File: config.mk
export PLATFORM = sky130hd
export DESIGN_NAME = sync_serial_tx
export DESIGN_NICKNAME = d
export VERILOG_FILES = /design/src/rtl/sstx_pkg.sv /design/src/rtl/sstx_clkgen.sv /design/src/rtl/sstx_engine.sv /design/src/rtl/sstx_regs.sv /design/src/rtl/sync_serial_tx.sv
export SDC_FILE = /design/constraint.sdc
export NUM_CORES = 1
export LEC_CHECK = 0
export ABC_CLOCK_PERIOD_IN_PS = 1000
export BUFFER_PORTS_ARGS = -buffer_cell sky130_fd_sc_hd__buf_2
export CAP_MARGIN = 20
export CELL_PAD_IN_SITES_DETAIL_PLACEMENT = 1
export CELL_PAD_IN_SITES_GLOBAL_PLACEMENT = 2
export CORE_MARGIN = 4
export CORE_UTILIZATION = 33
export DETAILED_ROUTE_END_ITERATION = 8
export PLACE_DENSITY_LB_ADDON = 0.1
export SETUP_SLACK_MARGIN = 0.5
export SLEW_MARGIN = 20
export SYNTH_ARGS = -nofsm -noshare
export SYNTH_HDL_FRONTEND = slang
export SYNTH_SLANG_ARGS = --single-unit
export TNS_END_PERCENT = 5
File: constraint.sdc
create_clock -name clk -period 1 [get_ports clk]
set_input_delay 0.15 -clock clk [delete_from_list [all_inputs] [get_ports clk]]
set_output_delay 0.15 -clock clk [all_outputs]
set_load 0.01 [all_outputs]
File: src/rtl/sstx_pkg.sv
package sstx_pkg;

  // Events the shift engine reports to the flag registers.
  typedef struct packed {
    logic load;     // holding register moved into the shifter
    logic end_set;  // last bit started with nothing queued
  } tx_evt_t;

  typedef enum logic {
    SRC_INT = 1'b0,
    SRC_EXT = 1'b1
  } clk_src_e;

endpackage

File: src/rtl/sstx_clkgen.sv
module sstx_clkgen #(
  parameter int HALF_DIV = 4
) (
  input  logic clk,
  input  logic rst_n,
  input  logic ext_mode,
  input  logic sclk_in,
  input  logic run,
  input  logic go_low,
  output logic fall_evt,
  output logic sclk_out
);
  localparam int CW = (HALF_DIV > 1) ? $clog2(HALF_DIV) : 1;
  localparam logic [CW-1:0] LAST_CNT = CW'(HALF_DIV - 1);

  logic [CW-1:0] div_q, div_d;
  logic          sclk_q, sclk_d;
  logic [1:0]    sync_q, sync_d;
  logic          prev_q, prev_d;
  logic          tick;
  logic          ext_fall;

  assign tick     = run && (div_q == LAST_CNT);
  assign ext_fall = prev_q && !sync_q[1];
  assign fall_evt = ext_mode ? ext_fall : (tick && sclk_q);
  assign sclk_out = sclk_q;

  always_comb begin
    if (go_low || !run || tick) div_d = '0;
    else                        div_d = div_q + CW'(1);

    sclk_d = sclk_q;
    if (ext_mode)                sclk_d = 1'b1;
    else if (go_low)             sclk_d = 1'b0;
    else if (tick && !sclk_q)    sclk_d = 1'b1;

    sync_d = {sync_q[0], sclk_in};
    prev_d = sync_q[1];
  end

  always_ff @(posedge clk or negedge rst_n) begin
    if (!rst_n) begin
      div_q  <= '0;
      sclk_q <= 1'b1;
      sync_q <= 2'b11;
      prev_q <= 1'b1;
    end else begin
      div_q  <= div_d;
      sclk_q <= sclk_d;
      sync_q <= sync_d;
      prev_q <= prev_d;
    end
  end
endmodule

File: src/rtl/sstx_engine.sv
module sstx_engine
  import sstx_pkg::*;
#(
  parameter int DATA_W = 8
) (
  input  logic              clk,
  input  logic              rst_n,
  input  logic              ext_mode,
  input  logic              fall_evt,
  input  logic              buf_empty,
  input  logic              err_any,
  input  logic [DATA_W-1:0] hold_data,
  output logic              active,
  output logic              go_low,
  output tx_evt_t           evt,
  output logic              sdata
);
  localparam int BCW = (DATA_W > 2) ? $clog2(DATA_W) : 1;
  localparam logic [BCW-1:0] LAST_IDX  = BCW'(DATA_W - 1);
  localparam logic [BCW-1:0] CHECK_IDX = BCW'(DATA_W - 2);

  logic [DATA_W-1:0] tsr_q, tsr_d;
  logic [BCW-1:0]    cnt_q, cnt_d, nxt_idx;
  logic              act_q, act_d;
  logic              chain_q, chain_d;
  logic              sdata_q, sdata_d;
  logic              ready, start, step, last, check, cont;

  assign ready   = !buf_empty && !err_any;
  assign start   = !act_q && ready && (ext_mode ? fall_evt : 1'b1);
  assign step    = act_q && fall_evt;
  assign last    = (cnt_q == LAST_IDX);
  assign check   = (cnt_q == CHECK_IDX);
  assign cont    = step && (!last || chain_q);
  assign nxt_idx = cnt_q + BCW'(1);

  assign go_low      = !ext_mode && (start || cont);
  assign evt.load    = start || (step && check && ready);
  assign evt.end_set = step && check && buf_empty;
  assign active      = act_q;
  assign sdata       = sdata_q;

  always_comb begin
    tsr_d   = tsr_q;
    cnt_d   = cnt_q;
    act_d   = act_q;
    chain_d = chain_q;
    sdata_d = sdata_q;
    if (start) begin
      tsr_d   = hold_data;
      sdata_d = hold_data[0];
      cnt_d   = '0;
      act_d   = 1'b1;
      chain_d = 1'b0;
    end else if (step) begin
      if (last) begin
        if (chain_q) begin
          sdata_d = tsr_q[0];
          cnt_d   = '0;
          chain_d = 1'b0;
        end else begin
          act_d = 1'b0;
        end
      end else begin
        cnt_d   = nxt_idx;
        sdata_d = tsr_q[nxt_idx];
        if (check && ready) begin
          tsr_d   = hold_data;
          chain_d = 1'b1;
        end
      end
    end
  end

  always_ff @(posedge clk or negedge rst_n) begin
    if (!rst_n) begin
      tsr_q   <= '0;
      cnt_q   <= '0;
      act_q   <= 1'b0;
      chain_q <= 1'b0;
      sdata_q <= 1'b1;
    end else begin
      tsr_q   <= tsr_d;
      cnt_q   <= cnt_d;
      act_q   <= act_d;
      chain_q <= chain_d;
      sdata_q <= sdata_d;
    end
  end
endmodule

File: src/rtl/sstx_regs.sv
module sstx_regs
  import sstx_pkg::*;
#(
  parameter int DATA_W = 8
) (
  input  logic              clk,
  input  logic              rst_n,
  input  logic              wr_en,
  input  logic [DATA_W-1:0] wr_data,
  input  tx_evt_t           evt,
  input  logic              buf_irq_en,
  input  logic              end_irq_en,
  output logic [DATA_W-1:0] hold_data,
  output logic              buf_empty,
  output logic              tx_end,
  output logic              irq_buf_empty,
  output logic              irq_tx_end
);
  logic [DATA_W-1:0] hold_q, hold_d;
  logic              be_q, be_d;
  logic              te_q, te_d;

  always_comb begin
    hold_d = wr_en ? wr_data : hold_q;

    if (wr_en)         be_d = 1'b0;
    else if (evt.load) be_d = 1'b1;
    else               be_d = be_q;

    if (wr_en)            te_d = 1'b0;
    else if (evt.end_set) te_d = 1'b1;
    else                  te_d = te_q;
  end

  always_ff @(posedge clk or negedge rst_n) begin
    if (!rst_n) begin
      hold_q <= '0;
      be_q   <= 1'b1;
      te_q   <= 1'b1;
    end else begin
      hold_q <= hold_d;
      be_q   <= be_d;
      te_q   <= te_d;
    end
  end

  assign hold_data     = hold_q;
  assign buf_empty     = be_q;
  assign tx_end        = te_q;
  assign irq_buf_empty = be_q && buf_irq_en;
  assign irq_tx_end    = te_q && end_irq_en;
endmodule

File: src/rtl/sync_serial_tx.sv
module sync_serial_tx
  import sstx_pkg::*;
#(
  parameter int DATA_W   = 8,
  parameter int ERR_W    = 3,
  parameter int HALF_DIV = 4
) (
  input  logic              clk,
  input  logic              rst_n,
  input  logic              wr_en,
  input  logic [DATA_W-1:0] wr_data,
  input  logic              buf_irq_en,
  input  logic              end_irq_en,
  input  logic              ext_clk_sel,
  input  logic              sclk_in,
  input  logic [ERR_W-1:0]  rx_err,
  output logic              sclk_out,
  output logic              sdata_out,
  output logic              buf_empty,
  output logic              tx_end,
  output logic              irq_buf_empty,
  output logic              irq_tx_end
);
  logic [1:0]        rst_sync_q;
  logic              rst_core_n;
  logic [DATA_W-1:0] hold_data;
  logic              active, go_low, fall_evt, err_any, ext_mode;
  tx_evt_t           evt;

  // Reset asserts at once and releases on a clock edge.
  always_ff @(posedge clk or negedge rst_n) begin
    if (!rst_n) rst_sync_q <= 2'b00;
    else        rst_sync_q <= {rst_sync_q[0], 1'b1};
  end
  assign rst_core_n = rst_sync_q[1];

  assign err_any  = |rx_err;
  assign ext_mode = (clk_src_e'(ext_clk_sel) == SRC_EXT);

  sstx_clkgen #(.HALF_DIV(HALF_DIV)) u_clkgen (
    .clk      (clk),
    .rst_n    (rst_core_n),
    .ext_mode (ext_mode),
    .sclk_in  (sclk_in),
    .run      (active),
    .go_low   (go_low),
    .fall_evt (fall_evt),
    .sclk_out (sclk_out)
  );

  sstx_engine #(.DATA_W(DATA_W)) u_engine (
    .clk       (clk),
    .rst_n     (rst_core_n),
    .ext_mode  (ext_mode),
    .fall_evt  (fall_evt),
    .buf_empty (buf_empty),
    .err_any   (err_any),
    .hold_data (hold_data),
    .active    (active),
    .go_low    (go_low),
    .evt       (evt),
    .sdata     (sdata_out)
  );

  sstx_regs #(.DATA_W(DATA_W)) u_regs (
    .clk           (clk),
    .rst_n         (rst_core_n),
    .wr_en         (wr_en),
    .wr_data       (wr_data),
    .evt           (evt),
    .buf_irq_en    (buf_irq_en),
    .end_irq_en    (end_irq_en),
    .hold_data     (hold_data),
    .buf_empty     (buf_empty),
    .tx_end        (tx_end),
    .irq_buf_empty (irq_buf_empty),
    .irq_tx_end    (irq_tx_end)
  );
endmodule

==> results.txt <==
Share of power burned in registers = 35.3%
Adder-cell share of the synthesized area = 3.546%
Area occupied by multi-input gates = 704.4 sq um
Fill cells = 417
ANT nets after route = 0
Detailed placement HPWL = 2.579 mm
Max-cap violation count = 0
Sequential element share of the synthesized area = 57.36%
Synth Area in Simple Gates = 10.02%
Ports = 24
Max Clk Rate = 0.6021 GHz
Drt first pass iters = 4
Most frequent cells in the layout = buf_4 (25), dfrtp_1 (24), buf_2 (19)
Critical path's top delay family = simple AND/OR/NAND/NOR gates
Largest family of logic cells by synthesized area = multiplexers
Chip width = 73.40 um
Mapped Area = 1411 sq um
Vias = 1064
Largest net degree at the start of global routing = 15
First-pass GRT wire length = 6.113 mm
Placed cell areas = 1877 sq um
CTS H-Tree Depth = 2
GRT Residual Overflow = 0
Most used DFF post-synth = dfrtp_1
Initial detailed-routing violation count = 19
Synthesis-to-layout area growth = 52.30%
Power share of the clock group = 25.2%
Switching portion of total power = 29.21%
Ys Warns = 0
Cells after Synth = 104
Status = finished, violations left
Worst Skew = 7.239 ps
Maximum fanout along the worst path = 8
Final design utilization = 52.98%
Mux share of post-synthesis cell area = 15.07%
Fin. Hold Viols = 1
Antenna violations before repair = 0
Final instance area = 2150 sq um
Synth Area in Compound Gates = 12.15%
Final WS setup = -660.7 ps
Slowest CP cell = or4_4
Buffer and inverter count on the worst path = 1
# port buffers = 23
Core area = 4058 sq um
Tmin final = 1661 ps
Clk sinks = 32
Die Footprint = 5387 sq um
WL final = 3.529 mm
Layout cell share with drive strength beyond 1 = 65.06%
PD cells = 2578 nW/um^2
CP arrival = 1830 ps
Root buf cell = clkbuf_8
Async set-reset flop share out of synthesis = 100.0%
Nets@finish = 187
Hold Crit Class = in2reg
Commonest non-fill, non-tap cell in the layout = buf_4
Initial Util = 34.78%
Worst path max stage delay = 460 ps
Tot GR Track Use = 15.20%
Crit end category = register
Ant. Diodes = 0
Syn_area_per_cell = 13.57 sq um
CTS tree = yes
Routability cong. = 0.8032
Die height = 73.40 um
Reg clk slew, reported paths = 70 ps
Num CTS Buffers = 5
Seq. cell area = 810.8 sq um
Req. time, crit path = 1170 ps
IR drop worst, VDD = 1271 uV
Crit path launch type = register
Slew Viols, Final = 0
CTS max path bufs = 2
Crit share post-route = 166.1%
Crit Path Category = reg2reg
Worst-path cell chain = or4_4, a21oi_4, o21ai_4, buf_12, mux2_4
Yosys cell types = 36
Post-Syn Nets = 126
Logic gate share of total power = 39.5%
Xor/xnor share of the synthesized area = 0%
RSZ-0062 raised after global routing = true
Lkg Pwr = 0.9977 nW
Synth Register Bits = 32
Post-DR vias/cell = 4.926
# hold bufs at CTS = 1
Final hold slack = -49.97 ps
Core Rows = 23
Vias in the first global route = 1252
DR DRC count = 0
Int Pwr = 3.922 mW
Violations in the final reports = hold timing, setup timing
Wire length per cell = 16.34 um
EDFF count, synth = 0
Setup violations, final = 24
Switch Pwr = 1.618 mW
Worst skew pair latency = 290 ps
-- through the flow --
stage | setup WS [ps] | cells | power [mW] | hold slack (ps) | TNS (ps)
2_1_floorplan | -598.6 | 104 | 2.969 | -145.6 | -8917
3_3_place_gp | -693.2 | 203 | 3.726 | -65.52 | -10480
3_5_place_dp | -733.4 | 203 | 3.868 | -59.76 | -10750
4_1_cts | -640.8 | 213 | 5.505 | -55.93 | -11200
5_1_grt | -726.0 | 216 | 5.873 | -58.50 | -12560
6_report | -660.7 | 216 | 5.541 | -49.97 | -11380
-- Yosys cell counts (2+ instances only) --
cell type | number | area, sq um
nand3b_1 | 3 | 22.52
ha_1 | 4 | 50.05
inv_1 | 5 | 18.77
nor2_1 | 3 | 11.26
or3b_1 | 2 | 17.52
nor3_1 | 2 | 10.01
dfrtp_1 | 25 | 625.6
nand2b_1 | 2 | 12.51
nand2_1 | 3 | 11.26
dfstp_2 | 7 | 183.9
a21oi_1 | 5 | 25.02
mux2_2 | 16 | 180.2
o21ai_0 | 3 | 15.01
and2_1 | 2 | 12.51
-- path summary, 6_finish.rpt --
path                            slack [ps]                          from  cells past startpoint                              end
max in group asynchronous              460       rst_sync_q[1]$_DFF_PN0_                      1     u_clkgen.sync_q[1]$_DFF_PN1_
worst max-delay path                  -660  u_regs.buf_empty$_DFFE_PN1P_                      5    u_engine.tsr_q[7]$_DFFE_PN0P_
min in group asynchronous              120       rst_sync_q[1]$_DFF_PN0_                      0  u_regs.hold_data[3]$_DFFE_PN0P_
worst min-delay path                   -50                       sclk_in                      1     u_clkgen.sync_q[0]$_DFF_PN1_
worst min register to register         120       rst_sync_q[1]$_DFF_PN0_                      0  u_regs.hold_data[3]$_DFFE_PN0P_
worst max register to register        -660  u_regs.buf_empty$_DFFE_PN1P_                      5    u_engine.tsr_q[7]$_DFFE_PN0P_
-- layer usage --
metal,vias to the layer above,routed length [um],track usage (%)
met5,-,0,0
met4,0,62,5.030
met3,6,161,4.788
met2,27,1808,26.71
met1,534,1497,17.45
li1,497,-,-
-- timing repair --
item / 4_1_cts / 5_1_grt
buffers inserted: 1 / 3
hold endpoints to repair: 3 / 1
pin swaps: 10 / 1
endpoints found under the setup margin: 60 / 53
gates resized for setup: 16 / 6
-- power by group through the flow --
| stage | combinational (mW) | clock, mW | sequential, mW |
|---|---|---|---|
| after global placement | 1.80 | 0 | 1.92 |
| after detailed placement | 1.93 | 0 | 1.94 |
| final | 2.19 | 1.40 | 1.95 |
| after CTS | 2.12 | 1.43 | 1.96 |
| after global routing | 2.38 | 1.48 | 2.01 |
| after floorplan | 1.04 | 0 | 1.93 |
-- registers in the layout (all words and copies together), names as in the netlist --
register	count
u_clkgen.sclk_out	1
u_regs.hold_data	8
u_engine.tsr_q	8
u_regs.buf_empty	1
u_clkgen.prev_q	1
u_engine.cnt_q	3
rst_sync_q	2
u_clkgen.sync_q	2
u_engine.active	1
u_clkgen.div_q	2
u_regs.tx_end	1
u_engine.chain_q	1
u_engine.sdata	1
-- final cells by class --
| type | instances | share of cell area [%] |
|---|---|---|
| tap | 50 | 2.910 |
| multi-input combinational | 66 | 32.77 |
| sequential | 32 | 37.72 |
| clock buffer | 7 | 4.482 |
| timing repair buffer | 55 | 19.85 |
| inverter | 5 | 0.8731 |
| clock inverter | 1 | 1.397 |
-- cells by family (layout without fill, tap and decap cells) --
group           Yosys count  count (layout)
mux                      18              18
buf+inv                   6              68
fa+ha+maj                 4               4
simple gates             23              23
other cells               1               1
flops                    32              32
compound gates           20              20
Power figures use the tool's default switching activity.
